File: config.mk
export PLATFORM = sky130hd
export DESIGN_NAME = rx_status_fifo
export DESIGN_NICKNAME = d
export VERILOG_FILES = /design/src/rtl/rx_status_pkg.sv /design/src/rtl/rx_char_store.sv /design/src/rtl/rx_status_bits.sv /design/src/rtl/rx_status_fifo.sv
export SDC_FILE = /design/constraint.sdc
export NUM_CORES = 1
export LEC_CHECK = 0
export CORE_MARGIN = 2
export CORE_UTILIZATION = 45
export DETAILED_ROUTE_END_ITERATION = 8
export PLACE_DENSITY = 0.68
export SLEW_MARGIN = 20
export SYNTH_ARGS = -nofsm -noshare
export SYNTH_HDL_FRONTEND = slang
export SYNTH_SLANG_ARGS = --single-unit
File: constraint.sdc
create_clock -name clk -period 3.9 [get_ports clk]
set_clock_uncertainty 0.15 [all_clocks]
set_input_delay 0.39 -clock clk [delete_from_list [all_inputs] [get_ports clk]]
set_output_delay 0.39 -clock clk [all_outputs]
set_load 0.01 [all_outputs]
File: src/rtl/rx_status_pkg.sv
package rx_status_pkg;
  localparam int DATA_W = 8;

  typedef struct packed {
    logic              perr;
    logic              ferr;
    logic [DATA_W-1:0] data;
  } rx_entry_t;
endpackage

File: src/rtl/rx_char_store.sv
module rx_char_store
  import rx_status_pkg::*;
#(
  parameter int DEPTH = 16,
  localparam int AW = $clog2(DEPTH),
  localparam int CW = $clog2(DEPTH + 1)
) (
  input  logic              clk,
  input  logic              rst_n,
  input  logic              wr_en,
  input  rx_entry_t         wr_entry,
  input  logic              rd_en,
  output rx_entry_t         head_entry,
  output logic [DATA_W-1:0] head_data,
  output logic [CW-1:0]     count,
  output logic              empty,
  output logic              full
);
  rx_entry_t         mem [DEPTH];
  logic [AW-1:0]     wr_ptr, rd_ptr;
  logic [DATA_W-1:0] hold_q;

  function automatic logic [AW-1:0] bump(input logic [AW-1:0] p);
    return (p == AW'(DEPTH - 1)) ? '0 : p + 1'b1;
  endfunction

  assign empty      = (count == '0);
  assign full       = (count == CW'(DEPTH));
  assign head_entry = mem[rd_ptr];
  assign head_data  = empty ? hold_q : mem[rd_ptr].data;

  always_ff @(posedge clk or negedge rst_n) begin
    if (!rst_n) begin
      for (int i = 0; i < DEPTH; i++) mem[i] <= '0;
      wr_ptr <= '0;
      rd_ptr <= '0;
      hold_q <= '0;
      count  <= '0;
    end else begin
      if (wr_en) begin
        mem[wr_ptr] <= wr_entry;
        wr_ptr      <= bump(wr_ptr);
      end
      if (rd_en) begin
        hold_q <= mem[rd_ptr].data;
        rd_ptr <= bump(rd_ptr);
      end
      case ({wr_en, rd_en})
        2'b10:   count <= count + 1'b1;
        2'b01:   count <= count - 1'b1;
        default: count <= count;
      endcase
    end
  end

  p_level_bound_r3: assert property (@(posedge clk) disable iff (!rst_n)
    count <= CW'(DEPTH));
  p_rw_level_r9: assert property (@(posedge clk) disable iff (!rst_n)
    (wr_en && rd_en) |=> $stable(count));
  p_no_pop_empty_r10: assert property (@(posedge clk) disable iff (!rst_n)
    (empty && !wr_en) |=> empty);
endmodule

File: src/rtl/rx_status_bits.sv
module rx_status_bits (
  input  logic clk,
  input  logic rst_n,
  input  logic ovf_evt,
  input  logic head_change,
  input  logic status_rd,
  input  logic head_valid,
  input  logic head_perr,
  input  logic head_ferr,
  output logic overrun,
  output logic perr_out,
  output logic ferr_out
);
  logic mask_q;
  logic ovr_q;

  always_ff @(posedge clk or negedge rst_n) begin
    if (!rst_n) begin
      mask_q <= 1'b0;
      ovr_q  <= 1'b0;
    end else begin
      if (head_change)    mask_q <= 1'b0;
      else if (status_rd) mask_q <= 1'b1;
      if (ovf_evt)        ovr_q  <= 1'b1;
      else if (status_rd) ovr_q  <= 1'b0;
    end
  end

  assign overrun  = ovr_q;
  assign perr_out = head_valid && head_perr && !mask_q;
  assign ferr_out = head_valid && head_ferr && !mask_q;

  p_ovr_hold_r5: assert property (@(posedge clk) disable iff (!rst_n)
    (overrun && !status_rd) |=> overrun);
  p_ovr_clear_r5: assert property (@(posedge clk) disable iff (!rst_n)
    (status_rd && !ovf_evt) |=> !overrun);
  p_mask_r7: assert property (@(posedge clk) disable iff (!rst_n)
    (status_rd && !head_change) |=> (!perr_out && !ferr_out));
endmodule

File: src/rtl/rx_status_fifo.sv
module rx_status_fifo
  import rx_status_pkg::*;
#(
  parameter int DEPTH = 16,
  localparam int CW = $clog2(DEPTH + 1)
) (
  input  logic              clk,
  input  logic              rst_n,
  input  logic              char_valid,
  input  logic [DATA_W-1:0] char_data,
  input  logic              char_perr,
  input  logic              char_ferr,
  input  logic              data_rd,
  input  logic              status_rd,
  output logic [DATA_W-1:0] head_data,
  output logic              data_ready,
  output logic              overrun,
  output logic              parity_err,
  output logic              framing_err,
  output logic [CW-1:0]     level
);
  rx_entry_t wr_entry, head_entry;
  logic      empty, full, pop, accept, ovf_evt, head_change;

  assign pop         = data_rd && !empty;
  assign accept      = char_valid && (!full || pop);
  assign ovf_evt     = char_valid && full && !pop;
  assign head_change = pop || (accept && empty);
  assign wr_entry    = '{perr: char_perr, ferr: char_ferr, data: char_data};
  assign data_ready  = !empty;

  rx_char_store #(.DEPTH(DEPTH)) store_i (
    .clk(clk), .rst_n(rst_n), .wr_en(accept), .wr_entry(wr_entry),
    .rd_en(pop), .head_entry(head_entry), .head_data(head_data),
    .count(level), .empty(empty), .full(full)
  );

  rx_status_bits status_i (
    .clk(clk), .rst_n(rst_n), .ovf_evt(ovf_evt), .head_change(head_change),
    .status_rd(status_rd), .head_valid(!empty), .head_perr(head_entry.perr),
    .head_ferr(head_entry.ferr), .overrun(overrun), .perr_out(parity_err),
    .ferr_out(framing_err)
  );

  p_full_drop_r4: assert property (@(posedge clk) disable iff (!rst_n)
    (level == CW'(DEPTH) && char_valid && !data_rd) |=> (level == CW'(DEPTH) && overrun));
  p_dr_fall_r2: assert property (@(posedge clk) disable iff (!rst_n)
    $fell(data_ready) |-> $past(data_rd));
  p_empty_rd_r10: assert property (@(posedge clk) disable iff (!rst_n)
    (level == '0 && data_rd && !char_valid) |=> (level == '0 && $stable(head_data)));
endmodule

==> results.md <==
- Setup repair after global routing left no endpoint under its margin.
- The later pin in the worst-skew pair is clocked with a latency of 430 ps.
- The largest fanout on the critical path is 20.
- The cell area that synthesis handed to floorplanning was 8685 um2.
- The portion of synthesized cell area occupied by the leading cell type is 52.73%.
- The cell at the root of the clock tree is clkbuf_16.
- The effective utilization at floorplan is 46.12%.
- The area of the die is 20430 um2.
- The post-detailed-route wirelength per cell is 20.50 um.
- The flow ran to the end, and the final reports show no timing, DRC or antenna violations.
- The count of pins over their slew limit is 0.
- The longest clock path from root to sink contains 2 buffers.
- Entering global routing, the biggest net connects 102 pins.
- On the critical path, the stage with the largest delay is an instance of dfrtp_4.
- The combinational power share is 37.5%.
- The global router's overall resource usage is 19.77%.
- The critical path ends at head_data[5].
- The die boundary height is 142.9 um.
- The final hold violation count is 0.
- At the end of routability-driven placement, the weighted congestion stood at 0.8004.
- At the end of the flow, the number of nets in the layout was 663.
- The switching fraction of total power is 33.04%.
- The setup check on the worst reg-to-reg path leaves a slack of 740 ps.
- In this run the count of I/O pins placed on the die edge is 32.
- The worst register-to-register path ends at store_i.count[4].
- Clock-pin slew was measured on the worst setup and hold paths at 60 ps.
- The clock network burns 22.3% of the power.
- The power density over the cells is 857.8 nW/um2.
- The static leakage power is 4.326 nW.
- In this run, synthesis inferred 0 flip-flops with an integrated enable.
- The share of flip-flops with an asynchronous set or reset is 100.0%.
- The maximum clock frequency is 267.8 MHz.
- The first routing iteration left 388 violations.
- The number of buffers created by CTS is 17.
- Row generation in the floorplan step produced 50 rows.
- The detailed-placement wirelength estimate is 12780 um.
- The area of the core region is 18830 um2.
- The number of vias after detailed routing is 5157.
- The first-pass detailed-route iteration total is 5.
- The post-route netlist has 24.85% of its cells at a drive strength greater than 1.
- The worst hold path belongs to the class reg2reg.
- The worst setup path is launched from a register.
- The die is 142.9 um wide.
- The slew at the pin closest to its max-slew limit is 928.3 ps.
- The peak ir drop on the vdd network is 451.0 uV.
- Walking the worst path, the cells encountered are buf_4 > mux4_2 > nor2_1 > a2bb2oi_1 > a21oi_1 > clkdlybuf4s50_1.
- Sequential elements use 52.73% of the synthesized area.
- Across all setup checks in the final design, the least slack found is 166.4 ps.
- The maximum cell stage delay along the critical path is 600 ps.
- The clock tree synthesis step divided the H-tree into 4 levels.
- The most used flip-flop cell after synthesis is dfrtp_1.
- The library cell with the largest summed area after synthesis is dfrtp_1.
- The post-detailed-route via-to-cell ratio is 5.655.
- For the worst setup path, the data required time is 3360 ps.
- The number of antenna violations at the first check in global routing was 0.
- Setup violations remaining at the end of the flow were counted as 0.
- The number of global-route vias before repair was 5382.
- The final critical path time including I/O delays and setup is 3734 ps.
- The internal power of the cells totals 5.654 mW.
- The sequential group share of total power is 40.3%.
- The count of input and output buffers is 31.
- The leftover overflow at the end of global routing is 0.
- The clock tree from TritonCTS is yes.
- Max-cap violations in this run came to 0.
- 0 antenna diodes ended up in the layout.
- After routing, the total negative slack on setup checks comes to 0 ps.
- Before CTS, the worst setup slack after placement is 485.0 ps.
- The clock drives 183 sinks.
- The net switching power is 2.789 mW.
- The total wire length after detailed routing is 18700 um.
- STA classifies the critical path endpoint as a primary output.
- The number of storage elements in the synthesis netlist is 183.
- The total nets after synthesis is 645.
- The arrival time reported for the critical path endpoint is 3190 ps.
- Buffers added to address setup during post-CTS repair amount to 0.
- In the post-synthesis netlist, the biggest area contributors are dfrtp_1 (53%), mux2_1 (11%), mux2_2 (10%).
- The area growth from synthesis to final layout is 13.33%.
- The share of the cycle needed by the critical path after routing is 95.73%.
- The number of cells on the worst reg-to-reg path is 9.
- The filler cells instantiated in the layout total 1557.
- Counting distinct cell types in the post-synthesis netlist gives 42.
- The synthesized area per cell is 13.98 um2.
- By startpoint and endpoint, the worst setup path is classified as reg2out.
- The count of nets left with antenna violations after detail routing is 0.
- The cell count after synthesis is 621.
- The worst hold slack after final layout is 334.0 ps.
- In the routed design, unresolved DRC markers number 0.
- The worst pin sits at a relative slew slack of 38.11%.
- The worst register-to-register path begins at store_i.count[2].
- Tracing the worst setup path back leads to its startpoint at store_i.rd_ptr[1].
- The wire length of the first global-routing pass is 30410 um.
- The number of synthesis warnings is 0.
==> layout make-up <==
class	count	area [um2]	area share (%)
Tap cell	260	325.3	3.305
Timing Repair Buffer	43	416.7	4.233
Clock buffer	20	456.7	4.640
Sequential cell	183	4587	46.61
Inverter	9	33.78	0.3432
Multi-Input combinational cell	385	3832	38.94
Clock inverter	12	190.2	1.932
==> layout by cell type, fill, tap and decap left out, drive strengths merged, types with 5 or more instances in the layout <==
| cell type | Yosys | layout |
|---|---|---|
| a211oi | 7 | 7 |
| a21oi | 14 | 14 |
| a221o | 8 | 8 |
| a221oi | 8 | 8 |
| a2bb2oi | 8 | 8 |
| and2 | 12 | 12 |
| buf | 27 | 12 |
| clkbuf | 17 | 20 |
| clkdlybuf4s50 | 0 | 30 |
| dfrtp | 183 | 183 |
| ha | 9 | 9 |
| inv | 9 | 13 |
| mux2 | 163 | 163 |
| mux2i | 34 | 34 |
| mux4 | 24 | 24 |
| nand2 | 18 | 18 |
| nand2b | 11 | 11 |
| nor2 | 22 | 22 |
| o21ai | 17 | 17 |
| xor2 | 5 | 5 |
==> synth_stat cells, types with 9 or more instances <==
cell type	number
buf_4	11
o21ai_0	15
nand2_1	10
mux4_2	24
and2_1	12
a21oi_1	14
ha_1	9
nor2_1	22
mux2_1	83
clkbuf_1	17
mux2_2	80
dfrtp_1	183
nand2b_1	11
mux2i_1	34
==> logic make-up after synthesis <==
logic type / synth area share (%)
AOI/OAI and AO/OA: 6.166
muxes: 31.28
adders and majority gates: 1.297
xor gates and xnor gates: 0.8068
and+or+nand+nor: 4.582
buffers and inverters: 3.141
DFF: 52.73
==> state kept, by name, indices dropped and copies added, names as in the netlist <==
register / count
store_i.mem: 160
store_i.rd_ptr: 4
status_i.mask_q: 1
store_i.wr_ptr: 4
status_i.overrun: 1
store_i.count: 5
store_i.hold_q: 8
==> power by group through the flow <==
| stage | registers (mW) | clock network, mW | logic, mW |
|---|---|---|---|
| 2_1_floorplan | 3.12 | 0 | 2.41 |
| 3_3_place_gp | 3.35 | 0 | 3.08 |
| 3_5_place_dp | 3.41 | 0 | 3.18 |
| 4_1_cts | 3.38 | 1.90 | 3.19 |
| 5_1_grt | 3.51 | 1.99 | 3.41 |
| 6_report | 3.40 | 1.88 | 3.16 |
==> worst max-delay path, delay by kind of cell (launching register included) <==
family / cells / cell delay [ps]
mux: 1 / 570
buf+inv: 2 / 870
flops: 1 / 600
compound gates: 2 / 550
simple gates: 1 / 170
==> through the flow <==
step                      std cells  area, um2  power [mW]  utilization (%)
after floorplan                 621       8685       5.532                -
after global placement          879       9180       6.435            48.75
after detailed placement        879       9180       6.587            48.75
after CTS                       912       9837       8.474            52.24
after global routing            912       9842       8.916            52.27
final                           912       9842       8.443            52.27
==> worst min-delay path by stage <==
stage                          start  cells past startpoint                to
finish               store_i.mem[83]                      1   store_i.mem[83]
global route         store_i.mem[91]                      1   store_i.mem[91]
CTS                  store_i.mem[98]                      1   store_i.mem[98]
detailed placement  store_i.mem[135]                      1  store_i.mem[135]
global placement     store_i.mem[86]                      1   store_i.mem[86]
floorplan                      rst_n                      0   status_i.mask_q
==> metal layers <==
layer  vias up  global-route usage [%]  routed length, um
li1       2318                       -                  -
met1      2716                   27.83               8799
met2        94                   31.02               8950
met3        29                   3.454                607
met4         0                   7.087                337
met5         -                       0                  0
==> what timing repair did <==
action | in CTS | in global routing
hold buffers | 1 | 0
resized for setup | 0 | 2
setup endpoints to repair | 0 | 1
endpoints found under the hold margin | 98 | 0
No activity file was read; power rests on OpenSTA's default activity.
